File: src/rtl/ivs_pkg.sv
// Shared constants and sequencer state encoding for the interrupt entry
// and reset vector sequencer. Assumes a 16-bit address, 8-bit data space.
package ivs_pkg;
    localparam int AW = 16;
    localparam int DW = 8;

    localparam logic [AW-1:0] VEC_NMI   = 16'hFFFA;
    localparam logic [AW-1:0] VEC_RESET = 16'hFFFC;
    localparam logic [AW-1:0] VEC_IRQ   = 16'hFFFE;

    localparam logic [DW-1:0] STACK_PAGE = 8'h01;
    localparam logic [DW-1:0] SP_RESET   = 8'hFD;

    localparam int BIT_I = 2;
    localparam int BIT_D = 3;
    localparam logic [DW-1:0] MASK_D   = 8'h08;
    localparam logic [DW-1:0] MASK_B   = 8'h10;
    localparam logic [DW-1:0] MASK_U   = 8'h20;
    localparam logic [DW-1:0] P_RESET  = 8'h36;

    localparam logic [DW-1:0] OPC_RTI = 8'h40;

    typedef enum logic [2:0] {
        ST_IDLE,
        ST_DUMMY,
        ST_PUSH_HI,
        ST_PUSH_LO,
        ST_PUSH_P,
        ST_VEC_LO,
        ST_VEC_HI,
        ST_LOAD
    } seq_state_t;
endpackage

File: src/rtl/ivs_int_sense.sv
// Interrupt input conditioning: samples the IRQ level and latches NMI
// falling edges until the sequencer acknowledges them.
// Assumes both request lines are already synchronous to clk.
module ivs_int_sense (
    input  logic clk,
    input  logic rst_n,
    input  logic irq_n,
    input  logic nmi_n,
    input  logic nmi_ack,
    output logic nmi_pend,
    output logic irq_act
);
    logic nmi_q;
    logic nmi_fall;

    assign nmi_fall = nmi_q & ~nmi_n;

    // Track the NMI line, hold any falling edge, register the IRQ level.
    always_ff @(posedge clk) begin
        if (!rst_n) begin
            nmi_q    <= 1'b1;
            nmi_pend <= 1'b0;
            irq_act  <= 1'b0;
        end else begin
            nmi_q    <= nmi_n;
            nmi_pend <= nmi_fall | (nmi_pend & ~nmi_ack);
            irq_act  <= ~irq_n;
        end
    end
endmodule

File: src/rtl/ivs_stack.sv
// Stack pointer with fixed-page address generation. Push uses the current
// pointer then decrements; pull uses pointer+1 and increments.
// Assumes dec and inc are never requested in the same cycle.
module ivs_stack #(
    parameter int              W       = 8,
    parameter logic [W-1:0]    PAGE    = 8'h01,
    parameter logic [W-1:0]    SP_INIT = 8'hFD
) (
    input  logic           clk,
    input  logic           rst_n,
    input  logic           dec,
    input  logic           inc,
    output logic [W-1:0]   sp,
    output logic [2*W-1:0] push_addr,
    output logic [2*W-1:0] pull_addr
);
    logic [W-1:0] sp_up;

    assign sp_up     = sp + 1'b1;
    assign push_addr = {PAGE, sp};
    assign pull_addr = {PAGE, sp_up};

    // Move the pointer one step per push or pull.
    always_ff @(posedge clk) begin
        if (!rst_n)   sp <= SP_INIT;
        else if (dec) sp <= sp - 1'b1;
        else if (inc) sp <= sp_up;
    end
endmodule

File: src/rtl/ivs_status.sv
// Status byte holder. Reset forces the fixed pattern but keeps the decimal
// bit; the core may overwrite the byte; CLI clears and entry sets the mask.
// Assumes wr_en, cli and set_i are not raised together except wr_en wins.
module ivs_status
    import ivs_pkg::*;
(
    input  logic          clk,
    input  logic          rst_n,
    input  logic          wr_en,
    input  logic [DW-1:0] wr_data,
    input  logic          cli,
    input  logic          set_i,
    output logic [DW-1:0] p
);
    // Update the status byte from reset, core writes or mask changes.
    always_ff @(posedge clk) begin
        if (!rst_n)      p <= P_RESET | (p & MASK_D);
        else if (wr_en)  p <= wr_data;
        else if (cli)    p[BIT_I] <= 1'b0;
        else if (set_i)  p[BIT_I] <= 1'b1;
    end
endmodule

File: src/rtl/irqvec_sequencer.sv
// Reset, NMI and IRQ entry sequencer for an 8-bit core. Decides at each
// instruction boundary between issuing and entering an interrupt, runs the
// 7-cycle entry (dummy, three pushes, two vector reads, load) and the reset
// vector fetch, and serves single-byte core pushes and pulls.
// Assumes: memory read data arrives one cycle after its address; the core
// holds pc_cur stable during entry and only requests stack operations while
// not at a boundary.
module irqvec_sequencer
    import ivs_pkg::*;
#(
    parameter logic [DW-1:0] SP_INIT = SP_RESET
) (
    input  logic          clk,
    input  logic          rst_n,
    input  logic          irq_n,
    input  logic          nmi_n,
    input  logic          busreq,
    input  logic          boundary,
    input  logic          cli_exec,
    input  logic [DW-1:0] next_op,
    input  logic [AW-1:0] pc_cur,
    input  logic          p_we,
    input  logic [DW-1:0] p_wdata,
    input  logic          stk_push,
    input  logic          stk_pull,
    input  logic [DW-1:0] stk_wdata,
    output logic [AW-1:0] mem_addr,
    input  logic [DW-1:0] mem_rdata,
    output logic [DW-1:0] mem_wdata,
    output logic          mem_we,
    output logic          issue,
    output logic          pc_load,
    output logic [AW-1:0] pc_vec,
    output logic [DW-1:0] status,
    output logic [DW-1:0] sp
);
    seq_state_t    state;
    logic [AW-1:0] vec_base;
    logic [DW-1:0] vec_lo;
    logic          after_cli;
    logic          nmi_pend, irq_act;
    logic          idle, decide, want_nmi, want_irq, take;
    logic          core_push, core_pull, sp_dec;
    logic [AW-1:0] push_addr, pull_addr;

    ivs_int_sense u_sense (
        .clk      (clk),
        .rst_n    (rst_n),
        .irq_n    (irq_n),
        .nmi_n    (nmi_n),
        .nmi_ack  (decide & want_nmi),
        .nmi_pend (nmi_pend),
        .irq_act  (irq_act)
    );

    ivs_status u_status (
        .clk     (clk),
        .rst_n   (rst_n),
        .wr_en   (p_we),
        .wr_data (p_wdata),
        .cli     (cli_exec),
        .set_i   (state == ST_PUSH_P),
        .p       (status)
    );

    ivs_stack #(
        .W       (DW),
        .PAGE    (STACK_PAGE),
        .SP_INIT (SP_INIT)
    ) u_stack (
        .clk       (clk),
        .rst_n     (rst_n),
        .dec       (sp_dec),
        .inc       (core_pull),
        .sp        (sp),
        .push_addr (push_addr),
        .pull_addr (pull_addr)
    );

    // Boundary decision: NMI first, then an unmasked, undeferred IRQ.
    assign idle      = (state == ST_IDLE);
    assign decide    = idle & boundary & ~busreq;
    assign want_nmi  = nmi_pend;
    assign want_irq  = irq_act & ~status[BIT_I] & ~after_cli;
    assign take      = decide & (want_nmi | want_irq);
    assign issue     = decide & ~take;
    assign core_push = idle & stk_push;
    assign core_pull = idle & ~stk_push & stk_pull;
    assign sp_dec    = core_push | (state == ST_PUSH_HI) |
                       (state == ST_PUSH_LO) | (state == ST_PUSH_P);
    assign pc_load   = (state == ST_LOAD);
    assign pc_vec    = {mem_rdata, vec_lo};

    // One-instruction deferral armed by CLI, dropped at the next decision.
    always_ff @(posedge clk) begin
        if (!rst_n)        after_cli <= 1'b0;
        else if (cli_exec) after_cli <= irq_act & status[BIT_I] & (next_op != OPC_RTI);
        else if (decide)   after_cli <= 1'b0;
    end

    // Sequencer state, selected vector and captured vector low byte.
    always_ff @(posedge clk) begin
        if (!rst_n) begin
            state    <= ST_VEC_LO;
            vec_base <= VEC_RESET;
            vec_lo   <= '0;
        end else begin
            case (state)
                ST_IDLE: begin
                    if (take) begin
                        state    <= ST_DUMMY;
                        vec_base <= want_nmi ? VEC_NMI : VEC_IRQ;
                    end
                end
                ST_DUMMY:   state <= ST_PUSH_HI;
                ST_PUSH_HI: state <= ST_PUSH_LO;
                ST_PUSH_LO: state <= ST_PUSH_P;
                ST_PUSH_P:  state <= ST_VEC_LO;
                ST_VEC_LO:  state <= ST_VEC_HI;
                ST_VEC_HI: begin
                    state  <= ST_LOAD;
                    vec_lo <= mem_rdata;
                end
                default:    state <= ST_IDLE;
            endcase
        end
    end

    // Memory port steering for every sequencer state and core stack access.
    always_comb begin
        mem_addr  = pc_cur;
        mem_wdata = '0;
        mem_we    = 1'b0;
        case (state)
            ST_PUSH_HI: begin
                mem_addr  = push_addr;
                mem_wdata = pc_cur[AW-1:DW];
                mem_we    = 1'b1;
            end
            ST_PUSH_LO: begin
                mem_addr  = push_addr;
                mem_wdata = pc_cur[DW-1:0];
                mem_we    = 1'b1;
            end
            ST_PUSH_P: begin
                mem_addr  = push_addr;
                mem_wdata = (status | MASK_U) & ~MASK_B;
                mem_we    = 1'b1;
            end
            ST_VEC_LO: mem_addr = vec_base;
            ST_VEC_HI: mem_addr = {vec_base[AW-1:1], 1'b1};
            ST_IDLE: begin
                if (core_push) begin
                    mem_addr  = push_addr;
                    mem_wdata = stk_wdata;
                    mem_we    = 1'b1;
                end else if (core_pull) begin
                    mem_addr = pull_addr;
                end
            end
            default: mem_addr = pc_cur;
        endcase
    end
endmodule

File: config.mk
export PLATFORM = sky130hd
export DESIGN_NAME = irqvec_sequencer
export DESIGN_NICKNAME = d
export VERILOG_FILES = /design/src/rtl/ivs_pkg.sv /design/src/rtl/ivs_int_sense.sv /design/src/rtl/ivs_stack.sv /design/src/rtl/ivs_status.sv /design/src/rtl/irqvec_sequencer.sv
export SDC_FILE = /design/constraint.sdc
export NUM_CORES = 1
export LEC_CHECK = 0
export BUFFER_PORTS_ARGS = -buffer_cell sky130_fd_sc_hd__clkbuf_2
export CAP_MARGIN = 20
export CORE_MARGIN = 3
export CORE_UTILIZATION = 37
export CTS_BUF_LIST = sky130_fd_sc_hd__clkbuf_2 sky130_fd_sc_hd__clkbuf_4 sky130_fd_sc_hd__clkbuf_8
export DETAILED_ROUTE_END_ITERATION = 8
export PLACE_DENSITY_LB_ADDON = 0.05
export SLEW_MARGIN = 20
export SYNTH_ARGS = -nofsm -noshare
export SYNTH_HDL_FRONTEND = slang
export SYNTH_HIERARCHICAL = 1
export SYNTH_SLANG_ARGS = --single-unit
export TNS_END_PERCENT = 5
File: constraint.sdc
create_clock -name clk -period 6.4 [get_ports clk]
set_clock_uncertainty 0.05 [all_clocks]
set_input_delay 1.28 -clock clk [delete_from_list [all_inputs] [get_ports clk]]
set_output_delay 1.28 -clock clk [all_outputs]
set_load 0.01 [all_outputs]
# After elaboration in Yosys (flattened, before gate mapping)
# Cells that the tools add are included.
# W data, S select, Z words.
# totals
regBits	47
out_inout_bits	59
wordCells	73
# classes
n_addsub	2
n_eq_ne	9
mux	17
n_bitwise	27
n_reduce_logical	7
# op_table
operator	n
$pmux W16 S4	1
$mux W16	2
$pmux W8 S4	1
$mux W8	3
$pmux W3 S7	1
$and A1 B1 Y1	14
$eq A3 B3 Y1 const B	4
$add A8 B1 Y8 const B	1
$ne A8 B7 Y1 const B	1
$not A1 Y1	8
$sub A8 B1 Y8 const B	1
$eq A3 B2 Y1 const B	2
$mux W1	6
$mux W3	2
$or A1 B1 Y1	5
$reduce_and A2 Y1	2
$reduce_bool A2 Y1	2
$eq A3 B1 Y1 const B	1
$logic_not A3 Y1	1
$reduce_bool A3 Y1	1
$reduce_or A3 Y1	1
$ne A2 B1 Y1 const B	1
$pmux W1 S2	1

# Longest topological paths before layout
# depth
depth_word	7
depth_mapped	10
depth_no_buf	7

# Hierarchy
# The synthesis kept the hierarchy.
# modules_own_cells
module	instances	cells_each	area_each_um2	seq_area_each_um2
irqvec_sequencer	1	250	1715.4	280.3
ivs_stack	1	102	787.0	160.2
ivs_status	1	25	302.8	170.2
ivs_int_sense	1	8	96.3	60.1

# Worst setup path after synthesis
# OpenSTA, ideal clock, no wires.
# synth_timing
path_type	input -> output
start	in stk_push
end	out mem_addr[6]
t_arrival_ns	2.103
required_ns	5.070
path_slack_ns	2.967
stages	5
n_path_buf	1
path_cell_list	nor4_4 -> buf_6 -> o21ai_1 -> nor2b_1 -> a21oi_1
# synth_between
elab_chain_cells	6
word_cells_on_any_way	7
classes_between	3 x mux; 4 x bitwise
# synth_rtl
element	line_no	text
from (decl)	irqvec_sequencer.sv:24	input logic stk_push,
$not A1 Y1	irqvec_sequencer.sv:88	assign core_pull = idle & ~stk_push & stk_pull;
$and A1 B1 Y1 (2 in series)	irqvec_sequencer.sv:88	
$mux W16	irqvec_sequencer.sv:157	end else if (core_pull) begin
$mux W16 (*)	irqvec_sequencer.sv:153	if (core_push) begin
$pmux W16 S4 (*)	irqvec_sequencer.sv:134	case (state)
to (decl)	irqvec_sequencer.sv:27	output logic [AW-1:0] mem_addr,
# Mark *: on every way between the ends. The rest lies on a longest branch, timed or not.

# Worst setup path after layout
# layout_timing
start	in stk_push
end	out mem_addr[3]
# layout_between
elab_chain_cells	6
word_cells_on_any_way	7
classes_between	3 x mux; 4 x bitwise
# layout_rtl
element	line_no	text
$not A1 Y1	irqvec_sequencer.sv:88	
$and A1 B1 Y1 (2 in series)	irqvec_sequencer.sv:88	
via core_pull	irqvec_sequencer.sv:43	logic core_push, core_pull, sp_dec;
$mux W16	irqvec_sequencer.sv:157	
$mux W16	irqvec_sequencer.sv:153	
$pmux W16 S4	irqvec_sequencer.sv:134	
# The timed path passes the listed nets, and every way through them passes these cells.

==> reports/metrics.cfg <==
[power_and_ir_drop]
power_frac_comb_pct = 40.4
sw_frac_of_total_pct = 38.7
cellPowerDensity_nw_per_um2 = 202
cellLeakagePower_nw = 1.50
p_int_mw = 0.416
seq_power_share_pct = 36.5
clkPwrFrac_pct = 23.1
peakVddDrop_uv = 91.2
power.switching_mw = 0.263

[global_routing]
grt_pass1_wl_mm = 13.6
grt_max_degree = 35
grt_usage_pct = 18.8
grt_pass1_vias = 2705
grt_antenna_before_repair = 0
grt.overflow.total = 0

[logic_synthesis]
netlist_top_cells_count = 36 x buf_4, 34 x nand2_1, 34 x o21ai_0
synth_seq_area_share_pct = 23.1
synthTopCellsByArea = dfxtp_1 22%, buf_4 9.3%, o21ai_0 5.9%
yosys.area.top_type_share_pct = 22.1
ys_ff_latch = 33
yosysMostFrequentCell = buf_4
ys_warn_count = 6
synth_cells = 385
yosys.area.top_type = dfxtp_1
synth-edff-count = 1
netlist_area_sq_um = 2900
synthArstFlopShare_pct = 0
synth_flop_cell = dfxtp_1
synthDistinctLibCells = 59
synth_area_per_cell_sq_um = 7.54

[cts]
clock_sinks = 33
ctsResizeCount = 0
numCtsBuffers = 5
cts_tree = built
clockBufferDepth = 2
clkLatencyLatePin_ps = 280
cts_setup_buffers = 0
cts_hold_buf = 0
clk_pin_slew_worst_paths_ps = 70
root_buffer = clkbuf_8
htree_levels = 2

[floorplan]
coreArea_sq_um = 7450
die_y_microns = 94.6
rows = 31
start_util_pct = 39.0
chipWidth_microns = 94.6
die_area_sq_um = 8940
pin_count = 117

[worst_setup_path]
startpoint_type = input pin
crit_buf_inv = 2
endpoint_kind = output pin
path_class = in -> out
worstPathCellList = clkbuf_2, nor4_4, and2_1, nand2_1, nand3_1, clkbuf_2
required_ps = 5070
crit_path_top_delay_cell = nor4_4
critPathMaxFanout = 18
crit_arrival_ps = 2960
max_stage_delay_ps = 680
cp_top_family = simple AND/OR/NAND/NOR gates
crit_top_cell = clkbuf_2

[sta]
finalHoldViolCount = 0
worst_slew_pin_slew_ps = 885
layout_min_cycle_time_ps = 4290
final.setup.tns_ps = 0
finalMaxSlewViolations = 0
period_share_pct = 67.0
relSlewSlack_pct = 40.8
setup_viol = 0
fmax_mhz = 233
grt_setup_unrepaired = false
timing.hold.ws_ps = 416

[place]
portBuffers = 116
placed_area_sq_um = 3270
dp_hpwl_mm = 6.38
place_congestion = 0.819
place_inst = 558

[routing]
first_pass_iters = 4
drt_iter0_markers = 99
wirelength_mm = 8.42
vias = 2898
avgViaCountPerCell = 5.12
drt-wirelength-per-cell_microns = 14.9
drc_errors = 0
drtAntennaViolNets = 0

[layout]
final_core_util_pct = 45.1
drive_above_1_share_pct = 30.6
antenna_cells = 0
instances_no_fill = 566
area.growth.synth_to_final_pct = 15.7
nets = 526
fin_area_sq_um = 3360

[hold_path]
hp-class = reg -> reg

[job]
cap_violations = 0

[outcome]
status = completed

[per-layer routing]
layer  part of all wire [%]  global-route usage [%]
met3                    5.9                    3.03
met1                     46                    25.4
met4                   0.68                    3.97
met2                     48                    31.6
met5                      0                       0
[per-stage QoR]
step	setup WS [ps]	power, mW
after global routing	1880	0.729
after CTS	2110	0.687
after floorplan	2970	0.452
final	2110	0.678
after global placement	2150	0.527
after detailed placement	2120	0.527
[power by group through the flow]
stage	Combinational [mW]	Clock, mW	Sequential (mW)
after floorplan	0.213	0	0.239
after global placement	0.275	0	0.252
after detailed placement	0.275	0	0.252
after CTS	0.276	0.163	0.248
after global routing	0.307	0.171	0.251
final	0.274	0.157	0.248
[registers in the layout (all words and copies together) (netlist names)]
register,count
u_sense/nmi_q,1
u_sense/irq_act,1
u_sense/nmi_pend,1
state,3
vec_lo,8
after_cli,1
u_status/p,8
vec_base,2
u_stack/sp,8
[cell type report]
class                      count  area, sq um
clock buffer                   6         76.3
clock inverter                 2         10.0
fill                         826         4090
inverter                      21         78.8
multi-input combinational    287         1800
sequential                    33          671
tap                           99          124
timing repair buffer         118          596
[kinds of logic after synthesis]
family          count (synthesis)  share of synthesized area (%)
fa+ha+maj                       2                          0.862
simple gates                  120                           22.8
other cells                     2                          0.259
mux                             9                           3.15
flops                          33                           23.1
xor+xnor                       10                           3.02
buf+inv                        79                           16.6
compound gates                130                           30.2
[worst min-delay path: stages (launching register included)]
cell and delay [ps]:
dfxtp_1 310, nand2_1 40, a21boi_0 60
[path summary, 6_finish.rpt]
path | from | endpoint | slack [ps] | cells past startpoint
hold reg to reg | vec_lo[2] | vec_lo[2] | 420 | 2
hold / removal | vec_lo[2] | vec_lo[2] | 420 | 2
setup reg to reg | state[0] | u_stack/sp[5] | 3640 | 6
setup / recovery | stk_push | mem_addr[3] | 2110 | 6
[layout by cell type, fill, tap and decap left out, types with 7 or more instances in the layout]
cell / n
o21ai_0: 34
conb_1: 16
mux2i_1: 8
nand3_1: 10
nand2_1: 34
clkbuf_2: 116
a21oi_1: 21
a32oi_1: 7
a21boi_0: 9
dfxtp_1: 32
nand2b_1: 8
nor2_1: 17
inv_1: 20
nor3_1: 8
a2bb2oi_1: 10
nor2b_1: 17
a22oi_1: 7
o22ai_1: 9
Note: power is estimated with default switching activity, not from simulation.
